<file path="config.mk">
export PLATFORM = sky130hd
export DESIGN_NAME = ow_slot_master
export DESIGN_NICKNAME = d
export VERILOG_FILES = /design/src/rtl/ow_slot_master.sv
export SDC_FILE = /design/constraint.sdc
export NUM_CORES = 1
export LEC_CHECK = 0
export BUFFER_PORTS_ARGS = -buffer_cell sky130_fd_sc_hd__buf_2
export CORE_MARGIN = 2
export CORE_UTILIZATION = 30
export DETAILED_ROUTE_END_ITERATION = 8
export GPL_TIMING_DRIVEN = 0
export PLACE_DENSITY = 0.51
export SKIP_CTS_REPAIR_TIMING = 1
export SLEW_MARGIN = 20
export SYNTH_ARGS = -nofsm -noshare
export SYNTH_HDL_FRONTEND = slang
export SYNTH_SLANG_ARGS = --single-unit
</file>
<file path="constraint.sdc">
create_clock -name clk -period 3.5 [get_ports clk]
set_input_delay 0 -clock clk [delete_from_list [all_inputs] [get_ports clk]]
set_output_delay 0 -clock clk [all_outputs]
set_load 0.01 [all_outputs]
</file>
<file path="src/rtl/ow_slot_master.sv">
module ow_slot_master #(
  parameter int T_RSTL = 480,
  parameter int T_RSTH = 480,
  parameter int T_PDH  = 30,
  parameter int T_PDL  = 120,
  parameter int T_LOW1 = 6,
  parameter int T_LOW0 = 60,
  parameter int T_LOWR = 6,
  parameter int T_RDV  = 15,
  parameter int T_SLOT = 60,
  parameter int T_REC  = 5
) (
  input  logic       clk,
  input  logic       rst_n,
  input  logic       cmd_valid,
  input  logic [1:0] cmd_op,
  output logic       cmd_ready,
  output logic       done,
  output logic       rd_bit,
  output logic [1:0] status,
  output logic       line_oe,
  input  logic       line_in
);
  localparam int SLOT_END = T_SLOT + T_REC;
  localparam int RST_END  = T_RSTL + T_RSTH;
  localparam int PRES_AT  = T_RSTL + T_PDH + T_PDL / 2;
  localparam int MAXC     = (RST_END > SLOT_END) ? RST_END : SLOT_END;
  localparam int CW       = $clog2(MAXC + 1);

  localparam logic [1:0] OP_W1 = 2'b00;
  localparam logic [1:0] OP_W0 = 2'b01;
  localparam logic [1:0] OP_RD = 2'b10;
  localparam logic [1:0] OP_RS = 2'b11;

  logic          busy, decided, pres_q;
  logic [1:0]    op_q, sync;
  logic [CW-1:0] cnt, low_last, end_last;
  logic          line_s;

  assign line_s    = sync[1];
  assign cmd_ready = !busy;
  assign end_last  = (op_q == OP_RS) ? CW'(RST_END - 1) : CW'(SLOT_END - 1);

  always_comb begin
    unique case (op_q)
      OP_W1:   low_last = CW'(T_LOW1 - 1);
      OP_W0:   low_last = CW'(T_LOW0 - 1);
      OP_RD:   low_last = CW'(T_LOWR - 1);
      default: low_last = CW'(T_RSTL - 1);
    endcase
  end

  always_ff @(posedge clk or negedge rst_n) begin
    if (!rst_n) begin
      busy    <= 1'b0;
      decided <= 1'b0;
      pres_q  <= 1'b0;
      op_q    <= OP_W1;
      sync    <= 2'b11;
      cnt     <= '0;
      line_oe <= 1'b0;
      done    <= 1'b0;
      rd_bit  <= 1'b0;
      status  <= 2'b00;
    end else begin
      done <= 1'b0;
      sync <= {sync[0], line_in};
      if (cmd_valid && !busy) begin
        if (cmd_op == OP_RS && !line_s) begin
          done   <= 1'b1;
          status <= 2'b11;
        end else begin
          busy    <= 1'b1;
          op_q    <= cmd_op;
          cnt     <= '0;
          line_oe <= 1'b1;
          decided <= 1'b0;
        end
      end else if (busy) begin
        cnt <= cnt + 1'b1;
        if (cnt == low_last) line_oe <= 1'b0;
        if (op_q == OP_RD && !decided && cnt >= CW'(T_LOWR)) begin
          if (line_s) begin
            rd_bit  <= (cnt < CW'(T_RDV));
            decided <= 1'b1;
          end else if (cnt >= CW'(T_RDV + 2)) begin
            rd_bit  <= 1'b0;
            decided <= 1'b1;
          end
        end
        if (op_q == OP_RS && cnt == CW'(PRES_AT)) pres_q <= !line_s;
        if (cnt == end_last) begin
          busy <= 1'b0;
          done <= 1'b1;
          if (op_q == OP_RS) status <= line_s ? {1'b0, pres_q} : 2'b11;
        end
      end
    end
  end
endmodule


</file>
==> qor.yml, run 1 <==
fin_cells: 204
multi_input_area_um2: 691
slowest_delay_ns: 0.53
synth-async-reset-ratio_pct: 100
area_delta_synth_final_pct: 14.8
regArea_um2: 553
reg2reg_depth: 6
yosys_register_bits: 22
cts_buffers: 3
htreeDepth: 1
wl_per_cell_um: 15.3
setup.worst_path.end_class: "flip-flop"
holdPathStages: 2
crit_path_top_delay_cell: "dfrtp_1"
grt_usage_pct: 13.5
syn_avg_cell_area_um2: 9.48
status: "finished clean"
num_vias: 1120
synth-edff-count: 0
grt_max_degree: 23
antenna_cells: 0
min_path_type: "primary input to flip-flop"
rsz0062_at_grt: "false"
antenna_found_initial: 0
synth_commonest_cells: "dfrtp_1, nand2_1, a21oi_1, inv_1"
path_delay_family: "compound AO/OA/AOI/OAI gates"
yosys.cell_count.top_type: "dfrtp_1"
setup_tns_ns: 0
die-area_um2: 4870
synth_ff_type: "dfrtp_1"
num_io_pins: 12
die_x_um: 69.8
core_um2: 4090
ys_types: 42
clkSlewWorstSetupHoldPaths_ns: 0.08
n_fill_cell: 426
dp_cells: 198
criticalPathCategory: "flip-flop to flip-flop"
drive_above_1_share_pct: 15.6
synth.cell_area_um2: 1300
rows: 23
gp_congestion: 0.842
drc_errors: 0
routed_via_density: 5.49
synth_area_leaders: "dfrtp_1, nand2_1, dfstp_2"
power_density_nw_per_um2: 704
ir_drop_mv: 0.257
grt_pass1_wl_um: 5310
clock_latency_ns: 0.27
layout_setup_ws_ns: 1.78
setup_viol: 0
cp.depth: 6
clockBufferDepth: 2
finalMaxSlewViolations: 0
hold_violations: 0
leakage_nw: 0.638
period_needed_ns: 1.72
cp.required_ns: 3.68
io_buffers: 11
hpwl_um: 2300
worst_pin_slew_ns: 0.584
routed_wl_um: 3120
crit_fanout: 9
dieHeight_um: 69.8
yosysTopAreaCellShare_pct: 38.5
nets: 165
start_util_pct: 31.8
fmax_ghz: 0.580
ant_nets: 0
cp.arrival_ns: 1.91
clock-root-buffer: "clkbuf_8"
dp_slack_ns: 1.81
dr.pass1.iters: 4
drt_iter0_drc: 84
cts_tree: "built"
yosysWarnings: 0
path_cells: "inv_1, ha_1, nor4b_1, o211ai_1, nor2b_1, o31ai_1"
synth_sequential_area_ratio_pct: 42.6
syn_inst: 137
critPathLaunchType: "flip-flop"
synth_top_area_cell: "dfrtp_1"
syn_nets: 147
final.period_utilization_pct: 49.3
grt_overflow_total: 0
drv_cap: 0
grt_pass1_vias: 1081
fin_worst_skew_ns: 0.000913
cp_num_buf_inv: 1
relSlewSlack_pct: 61.1
cts_sinks: 22
[registers in the layout, summed over array words and instances (netlist names)]
| name | cells |
|---|---|
| busy | 1 |
| pres_q | 1 |
| cnt | 10 |
| rd_bit | 1 |
| sync | 2 |
| op_q | 2 |
| done | 1 |
| line_oe | 1 |
| decided | 1 |
| status | 2 |
[logic make-up after synthesis]
kind of cell	count (synthesis)	synth area share (%)
buffers and inverters	14	4.24
AND/OR/NAND/NOR	59	27.5
AO/OA/AOI/OAI	34	18.8
flip-flops	22	42.6
multiplexers	4	3.08
adder cells (fa/ha/maj)	4	3.85
[placed cells by master (no fill, tap or decap), types with 3 or more instances in the layout]
cell type,n
o211ai_1,5
clkbuf_1,4
ha_1,4
nor2_1,6
o31ai_1,4
nand2_1,15
inv_1,7
nand4_1,4
mux2i_1,4
dfrtp_1,20
and2_1,3
clkbuf_8,4
and3_1,6
o21ai_0,6
nor2b_1,4
nand3_1,4
a21oi_1,7
buf_2,13
nor4_1,3
[metrics by stage]
step / total power [mW] / instance area (um2) / hold WS (ns) / utilization, %
after floorplan: 0.730 / 1300 / -0.296 / -
after global placement: 0.843 / 1420 / -0.00143 / 34.7
after detailed placement: 0.861 / 1420 / 0.0102 / 34.7
after CTS: 1.05 / 1470 / -0.284 / 36.0
after global routing: 1.13 / 1490 / 0.0499 / 36.5
final: 1.05 / 1490 / 0.0505 / 36.5
[metal layers]
metal  GRT usage, %  up-vias  share of wire (%)
li1               -      539                  -
met1           19.3      555                 51
met2           21.0       24                 45
met3           3.63        2                3.9
met4           2.14        0               0.26
met5              0        -                  0
[layout make-up]
type                    count  area share, %
plain buffers               6           1.68
clock buffers               4           3.69
inverters                   8           2.01
multi-input cells         101           46.3
flip-flops and latches     22           37.1
well taps                  50           4.19
repair buffers             13           5.03
[power by group]
group          total [mW]  switching, mW  internal, mW  leakage (nW)
combinational       0.427          0.252         0.175         0.349
sequential          0.433         0.0988         0.334         0.260
clock               0.191         0.0902         0.101        0.0288
[path summary, 6_finish.rpt]
| kind | from | endpoint | slack (ns) |
|---|---|---|---|
| max | cnt[0] | decided | 1.78 |
| min reg2reg | sync[0] | sync[1] | 0.36 |
| min | cmd_op[1] | op_q[1] | 0.05 |
| max reg2reg | cnt[0] | decided | 1.78 |
| max in group asynchronous | rst_n | sync[1] | 2.90 |
| min in group asynchronous | rst_n | cnt[5] | 0.24 |
[worst reg2reg max path, cell delays in order (launching register included)]
cell	delay, ns
dfrtp_1	0.53
inv_1	0.11
ha_1	0.20
nor4b_1	0.14
o211ai_1	0.38
nor2b_1	0.09
o31ai_1	0.19
Note: power is estimated with default switching activity, not from simulation.
==> run 2: changes to the inputs <==
==> constraint.sdc (replaced) <==
create_clock -name clk -period 1.6 [get_ports clk]
set_input_delay 0 -clock clk [delete_from_list [all_inputs] [get_ports clk]]
set_output_delay 0 -clock clk [all_outputs]
set_load 0.01 [all_outputs]
==> qor.yml, run 2 (synthesis results as in run 1) <==
status: "finished clean"  # unchanged
relSlewSlack_pct: 65.7  # was 61.1%
antenna_found_initial: 0  # unchanged
final_cell_mix: "dfrtp_1, nand2_1, buf_2"  # unchanged
io_buffers: 11  # unchanged
clock-root-buffer: "clkbuf_8"  # unchanged
largest_reg_flops: 10  # unchanged
reg2reg_depth: 7  # was 6
cts_buffers: 3  # unchanged
grt_overflow_total: 0  # unchanged
setup.worst_path.end_class: "flip-flop"  # unchanged
nets: 169  # was 165
routed_wl_um: 3220  # was 3120 um
clkSlewWorstSetupHoldPaths_ns: 0.09  # was 0.08 ns
start_util_pct: 31.8  # unchanged
hold_violations: 0  # unchanged
holdWs_ns: 0.0475  # was 0.0505 ns
grt_usage_pct: 13.5  # unchanged
setup_viol: 0  # unchanged
top_register: "cnt"  # unchanged
clock_latency_ns: 0.27  # about the same
cp.arrival_ns: 1.70  # was 1.91 ns
dp_cells: 198  # unchanged
r2r_end: "decided"  # unchanged
antenna_cells: 0  # unchanged
fin_total_pwr_mw: 2.50  # was 1.05 mW
r2r-start: "cnt[1]"  # was cnt[0]
grt_pass1_vias: 1081  # unchanged
final_util_pct: 38.9  # was 36.5%
cts_sinks: 22  # unchanged
fmax_ghz: 0.647  # was 0.580 GHz
drv_cap: 0  # unchanged
fin_cells: 208  # was 204
grt_max_degree: 23  # unchanged
grt_pass1_wl_um: 5310  # unchanged
area_delta_synth_final_pct: 22.4  # was 14.8%
min_path_type: "primary input to flip-flop"  # unchanged
fin_worst_skew_ns: 0.00205  # was 0.000913 ns
ant_nets: 0  # unchanged
worst_pin_slew_ns: 0.514  # was 0.584 ns
drive_above_1_share_pct: 27.8  # was 15.6%
cts_tree: "built"  # unchanged
wl_per_cell_um: 15.5  # was 15.3 um
holdPathStages: 2  # unchanged
gp_congestion: 0.842  # unchanged
dr.pass1.iters: 4  # unchanged
setup.worst_path.start: "cnt[1]"  # was cnt[0]
layout.cells.most_common: "dfrtp_1"  # unchanged
criticalPathCategory: "flip-flop to flip-flop"  # unchanged
core_um2: 4090  # unchanged
drt_iter0_drc: 97  # was 84
hpwl_um: 2300  # unchanged
crit_end: "decided"  # unchanged
period_needed_ns: 1.55  # was 1.72 ns
leakage_nw: 0.688  # was 0.638 nW
die_x_um: 69.8  # unchanged
routed_via_density: 5.58  # was 5.49
ir_drop_mv: 0.678  # was 0.257 mV
regArea_um2: 557  # was 553 um2
rows: 23  # unchanged
power_density_nw_per_um2: 1570  # was 704 nW/um2
slowest_delay_ns: 0.49  # was 0.53 ns
crit_fanout: 8  # was 9
dieHeight_um: 69.8  # unchanged
cp.required_ns: 1.76  # was 3.68 ns
critPathLaunchType: "flip-flop"  # unchanged
rsz0062_at_grt: "true"  # was false
final.period_utilization_pct: 96.6  # was 49.3%
multi_input_area_um2: 739  # was 691 um2
path_cells: "inv_2, ha_1, nor4b_2, o211ai_1, buf_4, nor2b_1, o31ai_1"  # was inv_1, ha_1, nor4b_1, o211ai_1, nor2b_1, o31ai_1
htreeDepth: 1  # unchanged
setup_tns_ns: 0  # unchanged
die-area_um2: 4870  # unchanged
crit_path_top_delay_cell: "dfrtp_2"  # was dfrtp_1
clockBufferDepth: 2  # unchanged
num_vias: 1160  # was 1120
n_fill_cell: 415  # was 426
num_io_pins: 12  # unchanged
drc_errors: 0  # unchanged
r2r_slack_ns: 0.05  # was 1.78 ns
finalMaxSlewViolations: 0  # unchanged
-- run 2: cell types whose count changed in the layout (fill, tap and decap cells not counted), moves of 2 or more --
cell,delta
buf_2,-2
clkbuf_1,-4
buf_4,+6
dfrtp_2,+3
nor4b_2,+2
and2_1,-2
clkbuf_2,+2
clkbuf_4,+2
nor4b_1,-2
dfrtp_1,-3
-- run 2: power breakdown --
part | total [mW] | internal [mW] | switching [mW]
registers | 1.02 | 0.738 | 0.279
logic | 1.06 | 0.496 | 0.566
clock network | 0.420 | 0.220 | 0.200
total | 2.50 | 1.45 | 1.04
-- run 2: worst min path at each step --
stage	end	from	slack, ns
final	op_q[1]	cmd_op[1]	0.05
after global placement	cnt[4]	rst_n	-0.001
after CTS	cnt[3]	rst_n	-0.28
after global routing	op_q[1]	cmd_op[1]	0.05
after floorplan	busy	rst_n	-0.30
after detailed placement	cnt[3]	rst_n	0.01
-- run 2: area by class of cell --
cell class | count | area share, %
flip-flops and latches | 22 | 35.0
inverters | 8 | 1.89
multi-input cells | 101 | 46.5
repair buffers | 19 | 7.56
plain buffers | 4 | 1.57
well taps | 50 | 3.94
clock buffers | 4 | 3.46
-- run 2: metal layers --
| metal | share of wire [%] | wire, um | track usage [%] | vias up |
|---|---|---|---|---|
| met5 | 0 | 0 | 0 | - |
| met4 | 0.62 | 20 | 2.14 | 0 |
| met2 | 44 | 1400 | 21.0 | 30 |
| met3 | 3.9 | 127 | 3.63 | 6 |
| li1 | - | - | - | 554 |
| met1 | 52 | 1670 | 19.3 | 570 |
-- run 2: worst max-delay path, delay by kind of cell, from the launching register on --
kind / cells / cell delay, ns
adders and majority gates: 1 / 0.19
and+or+nand+nor: 2 / 0.33
AOI/OAI and AO/OA: 2 / 0.20
DFF: 1 / 0.49
buffers and inverters: 2 / 0.23
-- run 2: stage by stage --
| step | cell area (um2) | worst slack (ns) |
|---|---|---|
| after floorplan | 1300 | 0.109 |
| after global placement | 1420 | -0.0818 |
| after detailed placement | 1420 | -0.0866 |
| after CTS | 1470 | -0.114 |
| after global routing | 1590 | -0.0174 |
| final | 1590 | 0.0541 |
